$ cat config.mk
export PLATFORM = sky130hd
export DESIGN_NAME = rx_ring_pager
export DESIGN_NICKNAME = d
export VERILOG_FILES = /design/src/rtl/rxr_pkg.sv /design/src/rtl/rxr_regs.sv /design/src/rtl/rxr_wrptr.sv /design/src/rtl/rxr_readout.sv /design/src/rtl/rx_ring_pager.sv
export SDC_FILE = /design/constraint.sdc
export NUM_CORES = 1
export LEC_CHECK = 0
export BUFFER_PORTS_ARGS = -buffer_cell sky130_fd_sc_hd__buf_2
export CAP_MARGIN = 20
export CORE_MARGIN = 2
export CORE_UTILIZATION = 33
export CTS_CLUSTER_DIAMETER = 50
export CTS_CLUSTER_SIZE = 30
export DETAILED_ROUTE_END_ITERATION = 8
export GPL_ROUTABILITY_DRIVEN = 0
export MAX_ROUTING_LAYER = met4
export PLACE_DENSITY = 0.54
export SLEW_MARGIN = 20
export SYNTH_ARGS = -nofsm -noshare
export SYNTH_HDL_FRONTEND = slang
export SYNTH_HIERARCHICAL = 1
export SYNTH_SLANG_ARGS = --single-unit
$ cat constraint.sdc
create_clock -name clk -period 6 [get_ports clk]
set_input_delay 0.3 -clock clk [delete_from_list [all_inputs] [get_ports clk]]
set_output_delay 0.3 -clock clk [all_outputs]
set_load 0.03 [all_outputs]
$ cat src/rtl/rxr_pkg.sv
package rxr_pkg;
    parameter int RXR_PG_W  = 8;
    parameter int RXR_OFS_W = 8;
    localparam int RXR_ADDR_W = RXR_PG_W + RXR_OFS_W;

    typedef logic [RXR_PG_W-1:0]  page_t;
    typedef logic [RXR_OFS_W-1:0] ofs_t;

    typedef enum logic [1:0] {
        SEL_FIRST = 2'd0,
        SEL_END   = 2'd1,
        SEL_COMMIT = 2'd2,
        SEL_GUARD = 2'd3
    } ring_sel_e;

    typedef struct packed {
        page_t first;
        page_t last_x;
        page_t commit;
        page_t guard;
    } ring_regs_t;

    function automatic page_t ring_next(page_t cur, page_t first, page_t last_x);
        page_t inc;
        inc = cur + page_t'(1);
        return (inc == last_x) ? first : inc;
    endfunction
endpackage

$ cat src/rtl/rxr_regs.sv
module rxr_regs
    import rxr_pkg::*;
(
    input  logic        clk,
    input  logic        rst,
    input  logic        reg_we,
    input  ring_sel_e   reg_sel,
    input  page_t       reg_wdata,
    input  logic        commit_ld,
    input  page_t       commit_val,
    output ring_regs_t  regs,
    output logic        ptr_ld,
    output page_t       ptr_val
);
    ring_regs_t r_q;

    always_ff @(posedge clk) begin
        if (rst) begin
            r_q <= '0;
        end else if (reg_we) begin
            unique case (reg_sel)
                SEL_FIRST: begin
                    r_q.first  <= reg_wdata;
                    r_q.commit <= reg_wdata;
                end
                SEL_END:    r_q.last_x <= reg_wdata;
                SEL_COMMIT: r_q.commit <= reg_wdata;
                SEL_GUARD:  r_q.guard  <= reg_wdata;
                default: ;
            endcase
        end else if (commit_ld) begin
            r_q.commit <= commit_val;
        end
    end

    always_comb begin
        regs    = r_q;
        ptr_ld  = reg_we && (reg_sel == SEL_FIRST || reg_sel == SEL_COMMIT);
        ptr_val = reg_wdata;
    end
endmodule

$ cat src/rtl/rxr_wrptr.sv
module rxr_wrptr
    import rxr_pkg::*;
(
    input  logic        clk,
    input  logic        rst,
    input  ring_regs_t  regs,
    input  logic        ptr_ld,
    input  page_t       ptr_val,
    input  logic        byte_vld,
    input  logic        frame_good,
    input  logic        frame_bad,
    output page_t       page,
    output ofs_t        ofs,
    output logic        abort,
    output logic        commit_ld,
    output page_t       commit_val
);
    page_t page_q;
    ofs_t  ofs_q;
    logic  abort_q;
    page_t nxt;
    logic  rewind;

    always_comb begin
        nxt        = ring_next(page_q, regs.first, regs.last_x);
        rewind     = frame_bad || (frame_good && abort_q);
        commit_val = (ofs_q == '0) ? page_q : nxt;
        commit_ld  = frame_good && !abort_q && !ptr_ld;
    end

    always_ff @(posedge clk) begin
        if (rst) begin
            page_q  <= '0;
            ofs_q   <= '0;
            abort_q <= 1'b0;
        end else if (ptr_ld) begin
            page_q  <= ptr_val;
            ofs_q   <= '0;
            abort_q <= 1'b0;
        end else if (rewind) begin
            page_q  <= regs.commit;
            ofs_q   <= '0;
            abort_q <= 1'b0;
        end else if (frame_good) begin
            page_q  <= commit_val;
            ofs_q   <= '0;
        end else if (byte_vld && !abort_q) begin
            if (ofs_q == '1) begin
                if (nxt == regs.guard) begin
                    abort_q <= 1'b1;
                end else begin
                    page_q <= nxt;
                    ofs_q  <= '0;
                end
            end else begin
                ofs_q <= ofs_q + ofs_t'(1);
            end
        end
    end

    assign page  = page_q;
    assign ofs   = ofs_q;
    assign abort = abort_q;
endmodule

$ cat src/rtl/rxr_readout.sv
module rxr_readout
    import rxr_pkg::*;
(
    input  logic                  rd_hi,
    input  logic [RXR_ADDR_W-1:0] addr,
    output logic [7:0]            rd_byte
);
    localparam int NBYTES = (RXR_ADDR_W + 7) / 8;
    logic [NBYTES*8-1:0] padded;
    logic [7:0] lanes [NBYTES];

    assign padded = {{(NBYTES*8-RXR_ADDR_W){1'b0}}, addr};

    for (genvar g = 0; g < NBYTES; g++) begin : g_lane
        assign lanes[g] = padded[g*8 +: 8];
    end

    assign rd_byte = rd_hi ? lanes[NBYTES-1] : lanes[0];
endmodule

$ cat src/rtl/rx_ring_pager.sv
module rx_ring_pager
    import rxr_pkg::*;
(
    input  logic        clk,
    input  logic        rst,
    input  logic        reg_we,
    input  logic [1:0]  reg_sel,
    input  logic [7:0]  reg_wdata,
    input  logic        byte_vld,
    input  logic        frame_good,
    input  logic        frame_bad,
    input  logic        rd_hi,
    output logic [15:0] wr_addr,
    output logic        ovf_abort,
    output logic [7:0]  rd_byte
);
    ring_regs_t regs;
    logic       ptr_ld;
    page_t      ptr_val;
    logic       commit_ld;
    page_t      commit_val;
    page_t      page;
    ofs_t       ofs;
    logic       abort;

    rxr_regs u_regs (
        .clk        (clk),
        .rst        (rst),
        .reg_we     (reg_we),
        .reg_sel    (ring_sel_e'(reg_sel)),
        .reg_wdata  (page_t'(reg_wdata)),
        .commit_ld  (commit_ld),
        .commit_val (commit_val),
        .regs       (regs),
        .ptr_ld     (ptr_ld),
        .ptr_val    (ptr_val)
    );

    rxr_wrptr u_wrptr (
        .clk        (clk),
        .rst        (rst),
        .regs       (regs),
        .ptr_ld     (ptr_ld),
        .ptr_val    (ptr_val),
        .byte_vld   (byte_vld),
        .frame_good (frame_good),
        .frame_bad  (frame_bad),
        .page       (page),
        .ofs        (ofs),
        .abort      (abort),
        .commit_ld  (commit_ld),
        .commit_val (commit_val)
    );

    assign wr_addr   = 16'({page, ofs});
    assign ovf_abort = abort;

    rxr_readout u_rd (
        .rd_hi   (rd_hi),
        .addr    ({page, ofs}),
        .rd_byte (rd_byte)
    );
endmodule

## Yosys cells after proc, flatten, opt, wreduce, memory -nomap -nowiden

Index checks and enable logic that the tools add are counted.
Widths: inputs -> output; s select.

| storage, ports and cells | value |
|---|---|
| bits in latches | 0 |
| output and inout port bits | 25 |
| memory bits (read-only) | 0 |
| memories kept | 0 |
| flip-flop bits (word level) | 49 |
| memory bits (writable) | 0 |

| operators by class | value |
|---|---|
| equality and inequality tests | 9 |
| add/sub/neg operators | 2 |
| shift-type cells | 0 |
| magnitude comparators | 0 |
| bitwise gates (word level) | 1 |
| reduce and logical (&&, ||, !) cells | 24 |
| div/mod/pow operators | 0 |
| multiplexer cells | 14 |
| multipliers | 0 |

Operators with widths:

| cell | number |
|---|---|
| $mux 8 | 14 |
| $add 8x1->8 const B | 2 |
| $eq 8x8->1 | 2 |
| $reduce_and 2->1 | 5 |
| $eq 8x8->1 const B | 1 |
| $logic_not 8->1 | 1 |
| $reduce_bool 4->1 | 2 |
| $logic_and 1x1->1 | 5 |
| $eq 2x2->1 const B | 2 |
| $ne 2x2->1 const B | 2 |
| $ne 4x2->1 const B | 1 |
| $reduce_and 4->1 | 1 |
| $reduce_or 4->1 | 1 |
| $reduce_and 3->1 | 1 |
| $reduce_or 3->1 | 1 |
| $eq 2x1->1 const B | 1 |
| $logic_not 1->1 | 2 |
| $logic_not 2->1 | 1 |
| $logic_or 1x1->1 | 2 |
| $reduce_bool 2->1 | 1 |
| $reduce_or 2->1 | 1 |
| $not 1->1 | 1 |

## Depth between registers and ports, before layout

Gate-level depths: netlist (run 1).

| logic depth | value |
|---|---|
| depth in word-level cells | 10 |
| depth in mapped cells | 13 |

## By module

The synthesis (run 1) kept the hierarchy.

Modules (own cells, without submodules):

| module | seq. area each (um^2) | instances | cells each | area each (um^2) |
|---|---|---|---|---|
| rxr_wrptr | 340.3 | 1 | 278 | 2058.2 |
| rxr_regs | 640.6 | 1 | 127 | 1348.8 |
| rxr_readout | 0.0 | 1 | 9 | 131.4 |

## Worst setup path before layout (run 1)

OpenSTA, ideal clock, no wires.

| timing | value |
|---|---|
| kind | register to register |
| start point | register u_wrptr.page_q[1] (netlist: u_wrptr/page[1]) |
| end point | register u_wrptr.ofs_q[7] (netlist: u_wrptr/ofs[7]) |
| arrival | 3438 ps |
| data required time | 5920 ps |
| setup time | 80 ps |
| setup slack | 2482 ps |
| stages on the path, launching flop included | 13 |
| buffers on the path | 2 |
| cells stage by stage | dfxtp_1 > ha_1 > and3_1 > xnor3_1 > nand4_4 > or4_4 > buf_6 > and3_4 > o41a_1 > a31oi_4 > buf_6 > nand4_2 > a211oi_2 |

| on the way | value |
|---|---|
| cells in the longest elaborated chain, start to end | 6 |

Ends and longest elaborated chain:

| element | line | source |
|---|---|---|
| from (decl) | rxr_wrptr.sv:18 | `page_t page_q;` |
| from (signal assigned) | rxr_wrptr.sv:37 | `page_q <= ptr_val;` |
| from (signal assigned) | rxr_wrptr.sv:41 | `page_q <= regs.commit;` |
| from (signal assigned) | rxr_wrptr.sv:45 | `page_q <= commit_val;` |
| $add 8x1->8 (*) | rxr_pkg.sv:25 | `inc = cur + page_t'(1);` |
| $eq 8x8->1 | rxr_pkg.sv:26 | `return (inc == last_x) ? first : inc;` |
| $mux 8 (*) | rxr_pkg.sv:26 |  |
| $eq 8x8->1 (*) | rxr_wrptr.sv:49 | `if (nxt == regs.guard) begin` |
| $ne 2x2->1 (no line) (*) | -- |  |
| $reduce_and 2->1 (no line) (*) | -- |  |
| to (signal assigned) | rxr_wrptr.sv:56 | `ofs_q <= ofs_q + ofs_t'(1);` |
| to (decl) | rxr_wrptr.sv:19 | `ofs_t ofs_q;` |

Every way passes the cells marked *; elsewhere a longest branch is shown, timed or not.
A chain may end at the register's enable or synchronous reset.

## Worst setup path in the final report (run 1)

| timing | value |
|---|---|
| start point | register u_wrptr.page_q[0] (netlist: u_wrptr/page[0]) |
| end point | register u_wrptr.page_q[6] (netlist: u_wrptr/page[6]) |

| on the way | value |
|---|---|
| cells in the longest elaborated chain, start to end | 9 |
| elaborated cells on any way between the ends | 13 |
| those cells by class | 1 x add/sub; 3 x eq/ne; 8 x mux; 1 x reduce/logical |

Ends and longest elaborated chain:

| element | line | source |
|---|---|---|
| $add 8x1->8 (*) | rxr_pkg.sv:25 |  |
| $eq 8x8->1 | rxr_pkg.sv:26 |  |
| $mux 8 (*) | rxr_pkg.sv:26 |  |
| $mux 8 | rxr_wrptr.sv:49 |  |
| $mux 8 | rxr_wrptr.sv:48 | `if (ofs_q == '1) begin` |
| $mux 8 | rxr_wrptr.sv:47 | `end else if (byte_vld && !abort_q) begin` |
| $mux 8 | rxr_wrptr.sv:44 | `end else if (frame_good) begin` |
| $mux 8 | rxr_wrptr.sv:40 | `end else if (rewind) begin` |
| $mux 8 | rxr_wrptr.sv:36 | `end else if (ptr_ld) begin` |

Every way passes the cells marked *; elsewhere a longest branch is shown, timed or not. The select of a mux whose other input is x is not followed.

==> results of run 1 <==
power groups by stage:
| stage | Combinational [mW] | Clock [mW] | Sequential, mW |
|---|---|---|---|
| final | 0.192 | 0.194 | 0.365 |
| after global routing | 0.210 | 0.217 | 0.369 |
| after CTS | 0.191 | 0.202 | 0.365 |
| after detailed placement | 0.191 | 0 | 0.373 |
| after global placement | 0.189 | 0 | 0.372 |
| after floorplan | 0.150 | 0 | 0.369 |
synth_stat cells, drive strengths merged, types with 5 or more instances:
| cell type | n |
|---|---|
| a211oi | 10 |
| a21oi | 21 |
| and3 | 9 |
| buf | 20 |
| clkbuf | 12 |
| dfxtp | 49 |
| inv | 13 |
| mux2 | 11 |
| mux2i | 35 |
| nand2 | 31 |
| nand3 | 9 |
| nor2 | 49 |
| nor3 | 18 |
| o21ai | 17 |
| o31ai | 5 |
| xnor2 | 17 |
| xor2 | 6 |
layout by cell type, fill, tap and decap left out, drive strengths merged, types with 4 or more instances in the layout:
master	n
nor2b	4
mux2i	35
inv	13
or2	4
buf	43
xor2	6
o31ai	5
or3	4
xnor2	17
nand4	4
a31oi	4
nor3	18
mux2	11
dfxtp	49
and3	9
nor2	49
nand2	31
a211oi	10
nand2b	4
o21ai	17
nand3	9
clkbuf	8
a21oi	21
layer usage:
metal / GRT usage / part of all wire
met1: 0.251 / 0.47
met2: 0.290 / 0.45
met3: 0.0248 / 0.047
met4: 0.0678 / 0.030
met5: - / 0
worst max-delay path, delay by kind of cell, from the launching register on:
family	cells	cell delay (ps)
AOI/OAI and AO/OA	3	1200
xor gates and xnor gates	1	190
and+or+nand+nor	5	1390
adders and majority gates	1	350
DFF	1	610
cell families (layout without fill, tap and decap cells):
logic type,count (synthesis),after routing,synth area share
compound gates,95,95,0.205
fa+ha+maj,3,3,0.0106
buf+inv,45,64,0.0735
flops,49,49,0.277
xor+xnor,24,24,0.0718
mux,46,46,0.143
simple gates,152,152,0.220
registers in the layout, indices dropped and copies added, names as in the netlist:
| name | count |
|---|---|
| u_wrptr/abort | 1 |
| u_regs/regs | 32 |
| u_wrptr/ofs | 8 |
| u_wrptr/page | 8 |
per-stage QoR:
step                instance area, um^2  setup WS (ps)  instances
global placement                   3720           2350        561
global route                       3800           1840        569
detailed placement                 3720           2220        561
floorplan                          3540           2480        414
finish                             3800           2160        569
CTS                                3800           2210        569
layout make-up:
class | instances | area (um^2) | share of cell area
timing repair buffer | 43 | 220 | 0.0580
sequential | 49 | 981 | 0.258
inverter | 13 | 48.8 | 0.0129
clock buffer | 8 | 80.1 | 0.0211
tap | 136 | 170 | 0.0448
multi-input combinational | 320 | 2300 | 0.605
worst paths after layout:
| kind | start | endpoint | depth (start not counted) |
|---|---|---|---|
| worst max-delay path | u_wrptr/page[0]$_SDFFE_PP0P_ | u_wrptr/page[6]$_SDFFE_PP0P_ | 10 |
| worst min-delay path | reg_wdata[2] | u_regs/regs[2]$_SDFFE_PP0P_ | 3 |
| worst max register to register | u_wrptr/page[0]$_SDFFE_PP0P_ | u_wrptr/page[6]$_SDFFE_PP0P_ | 10 |
| worst min register to register | u_regs/regs[22]$_SDFFE_PP0P_ | u_regs/regs[22]$_SDFFE_PP0P_ | 2 |
==> out/metrics.csv, run 1 <==
metric;value;unit
Max-Cap Viols;0;
total grt overflow;0;
Post-DP HPWL;7400;um
pwr dens;198;nW/um^2
Main synth FF type;dfxtp_1;
CTS tree;built;
CP Launch Type;flop;
Final TNS setup;0;ps
leading area contributor after synthesis;dfxtp_1;
input/output buffers;41;
vias in the first global route;3018;
fin crit share;0.640;
CORE AREA;10400;um^2
Worst path slowest cell;nor4_2;
reg2reg setup slack;2160;ps
Net Sw Frac;0.336;
combinational power share;0.255;
Async SR Flop Fraction;0;
Post-synth EDFFs;0;
hold-fix buffers at CTS;0;
Setup violations, final;0;
Die ar.;11600;um^2
Synth area leaders;dfxtp_1 28%, mux2i_1 9.9%, nor2_1 5.2%, xnor2_1 3.5%, mux2_4 3.4%;
CP max FO;12;
critical path data arrival time;4040;ps
largest net degree at the start of global routing;41;
Detail Route Antenna Nets;0;
Synth top area share;0.277;
CP cell instances;ha_1, and3_1, and3_1, xnor2_2, nor4_2, nor3_1, o41a_1, a21oi_2, nor4_1, a41o_1;
Routed WL;9980;um
most used cell, CP;and3_1;
final core utilization;0.366;
fmax;260;MHz
clk sinks;49;
CP Capture Type;flop;
Static Leak;1.57;nW
Synth warnings;6;
routed len/inst;17.5;um
share of layout cells above drive strength 1;0.196;
Fin. Hold Viols;0;
Resized cells post-CTS;0;
total CTS buffers;5;
Psw;252;uW
RSZ-0062 raised after global routing;false;
starting density of the core;0.341;
nets;452;
Worst EP required;6200;ps
crit path kind;reg -> reg;
# rows;37;
total power;751;uW
hold_ws;309;ps
slew margin rel.;0.438;
synthesized flop and latch total;49;
clk_lat worst skew;310;ps
die height;108;um
post-CTS setup buffers;0;
Worst Hold Class;in -> reg;
Distinct cells, synth;72;
VDD IR max;0.0000762;V
internal power;499;uW
syn avg cell area;8.55;um^2
via count;3133;
Clock Power Share;0.259;
sequential power share;0.486;
Post-Syn Nets;434;
Tot GR Track Use;0.187;
Max Root-Sink Buffers;2;
DRC errors left;0;
htree depth;2;
Syn Inst Count;414;
CTS root buffer;clkbuf_8;
first-pass GRT wire length;16400;um
antenna cell count;0;
number of fill cells;1126;
Max Clock Skew;9.56;ps
first drt pass iteration count;4;
Tightest Pin Transition;844;ps
slowest stage delay, CP;660;ps
initial antenna violation count;0;
Worst-path clk slew;80;ps
IO Pins;42;
Area growth, synth to finish;7.32;%
drt via density;5.51;
DR iter-0 viols;234;
register area share after synthesis;0.277;
status;finished, final reports clean;
netlist area before placement;3540;um^2
min cycle time layout;3840;ps
Die Width;108;um
final max-slew violation count;0;
Power figures use the tool's default switching activity.
==> run 2, diff against run 1 <==
Settings changed: PLACE_DENSITY 0.54 to 0.56.
Clock period 6 ns to 3.1 ns, I/O delays scaled along.
==> run 2 against run 1 <==
Net effect:
- routed wire length increased by 4.3%
- sequential share of layout area decreased by 2.0 points
- power grew 120%
- critical path type unchanged
- fmax rose by 26%
- highest routed layer unchanged
- critical endpoint is now u_wrptr/ofs[6]$_SDFFE_PP0P_
- sequential power up 90%
- critical path depth grew 1
- global-route usage grew 0.32 points
- worst hold slack got worse by 140 ps
- final cell count rose by 4.9%
==> out/metrics.csv, run 2 (synthesis results as in run 1) <==
metric;value;unit
Net Sw Frac;0.314;
DRC errors left;0;
via count;3268;
reg-to-reg critical path startpoint;u_wrptr/page[1]$_SDFFE_PP0P_;
nets;480;
Hold Path End;u_regs/regs[17]$_SDFFE_PP0P_;
vias in the first global route;3189;
Tightest Pin Transition;730;ps
largest net degree at the start of global routing;27;
IO Pins;42;
# rows;37;
initial antenna violation count;0;
reg-to-reg endpoint;u_wrptr/ofs[6]$_SDFFE_PP0P_;
fmax;327;MHz
combinational power share;0.268;
CP Launch Type;flop;
critical path data arrival time;3250;ps
CP max FO;4;
Fin. Hold Viols;0;
Die ar.;11600;um^2
fin crit share;0.987;
Worst EP required;3290;ps
final max-slew violation count;0;
VDD IR max;0.000190;V
Clock Power Share;0.312;
Max Root-Sink Buffers;2;
htree depth;2;
PnR worst setup slack;40.8;ps
routed len/inst;17.4;um
R2R depth;11;
first-pass GRT wire length;17000;um
most common cell after layout, fill and taps aside;nor2_1;
Routed WL;10400;um
slew margin rel.;0.510;
internal power;1.14;mW
area post-placement;3900;um^2
Detail Route Antenna Nets;0;
GRT met3 Usage;0.0206;
Hold Path Depth;3;
total CTS buffers;5;
met2 usage;0.294;
CTS root buffer;clkbuf_8;
RSZ-0062 raised after global routing;true;
CORE AREA;10400;um^2
CTS tree;built;
status;finished, final reports clean;
Placement Setup Slack;-0.396;ps
clk sinks;49;
CP Capture Type;flop;
Static Leak;1.74;nW
total power;1.66;mW
crit path kind;reg -> reg;
first drt pass iteration count;4;
Largest register FFs;32;
starting density of the core;0.341;
Tot GR Track Use;0.191;
clk_lat worst skew;310;ps
Die Width;108;um
share of layout cells above drive strength 1;0.289;
Most Crowded Layer GR;met2;
Psw;520;uW
Worst-path clk slew;100;ps
worst hold path startpoint;reg_wdata[1];
Post-DP HPWL;7930;um
die height;108;um
Worst Hold Class;in -> reg;
most frequent cells in the layout;49 x nor2_1, 43 x dfxtp_1, 41 x buf_2;
input/output buffers;41;
met1 Use GR;0.258;
sequential power share;0.420;
drt via density;5.47;
min cycle time layout;3060;ps
Area growth, synth to finish;18.6;%
final instance area;4200;um^2
pwr dens;395;nW/um^2
DR iter-0 viols;188;
hold_ws;165;ps
Setup violations, final;0;
Max-Cap Viols;0;
Final TNS setup;0;ps
reg2reg setup slack;40;ps
Max Clock Skew;12.4;ps
total grt overflow;0;
antenna cell count;0;
==> run 2: through the flow <==
stage / utilization / cells
2_1_floorplan: - / 414
3_3_place_gp: 0.376 / 580
3_5_place_dp: 0.376 / 580
4_1_cts: 0.391 / 592
5_1_grt: 0.405 / 597
6_report: 0.405 / 597
==> run 2: worst max-delay path by stage <==
stage | slack [ps] | from | cells after the start | endpoint
after floorplan | 3 | u_wrptr/page[1]$_SDFFE_PP0P_ | 13 | u_wrptr/ofs[7]$_SDFFE_PP0P_
after global placement | 60 | u_wrptr/page[2]$_SDFFE_PP0P_ | 10 | u_wrptr/page[6]$_SDFFE_PP0P_
after detailed placement | -0.4 | u_wrptr/page[0]$_SDFFE_PP0P_ | 10 | u_wrptr/ofs[7]$_SDFFE_PP0P_
after CTS | 30 | u_wrptr/page[0]$_SDFFE_PP0P_ | 11 | u_wrptr/ofs[7]$_SDFFE_PP0P_
after global routing | -50 | u_wrptr/page[0]$_SDFFE_PP0P_ | 11 | u_wrptr/ofs[6]$_SDFFE_PP0P_
final | 40 | u_wrptr/page[1]$_SDFFE_PP0P_ | 11 | u_wrptr/ofs[6]$_SDFFE_PP0P_
==> run 2: layout make-up <==
type,count,area [um^2]
flip-flops and latches,49,998
fillers,1074,6170
well taps,136,170
clock buffers,6,93.8
repair buffers,71,445
multi-input cells,320,2400
inverters,13,48.8
clock inverters,2,35.0
==> run 2: timing repair <==
action / 4_1_cts / 5_1_grt
buffers inserted: 4 / 5
hold buffers: 0 / 0
gates resized for setup: 3 / 21
pin swaps: 1 / 11
endpoints found under the setup margin: 3 / 16
==> run 2: per-layer routing <==
metal	vias to the layer above	wire (um)
met5	-	0
met3	13	372
met1	1586	4970
li1	1592	-
met4	0	230
met2	77	4830
==> run 2: power groups by stage <==
stage                     sequential, mW  clock, mW  combinational [mW]
after floorplan                    0.716          0               0.295
after global placement             0.710          0               0.408
after detailed placement           0.712          0               0.412
after CTS                          0.697      0.530               0.417
after global routing               0.699      0.556               0.479
final                              0.695      0.517               0.444
==> run 2: critical path: stages (launching register included) <==
cell     delay [ps]
dfxtp_4         380
ha_4            180
and3_4          210
and3_4          220
xnor2_4          70
or4_4           560
and3_4          200
o41a_1          510
a31oi_4         250
buf_6           150
a41o_1          160
a21oi_1          50
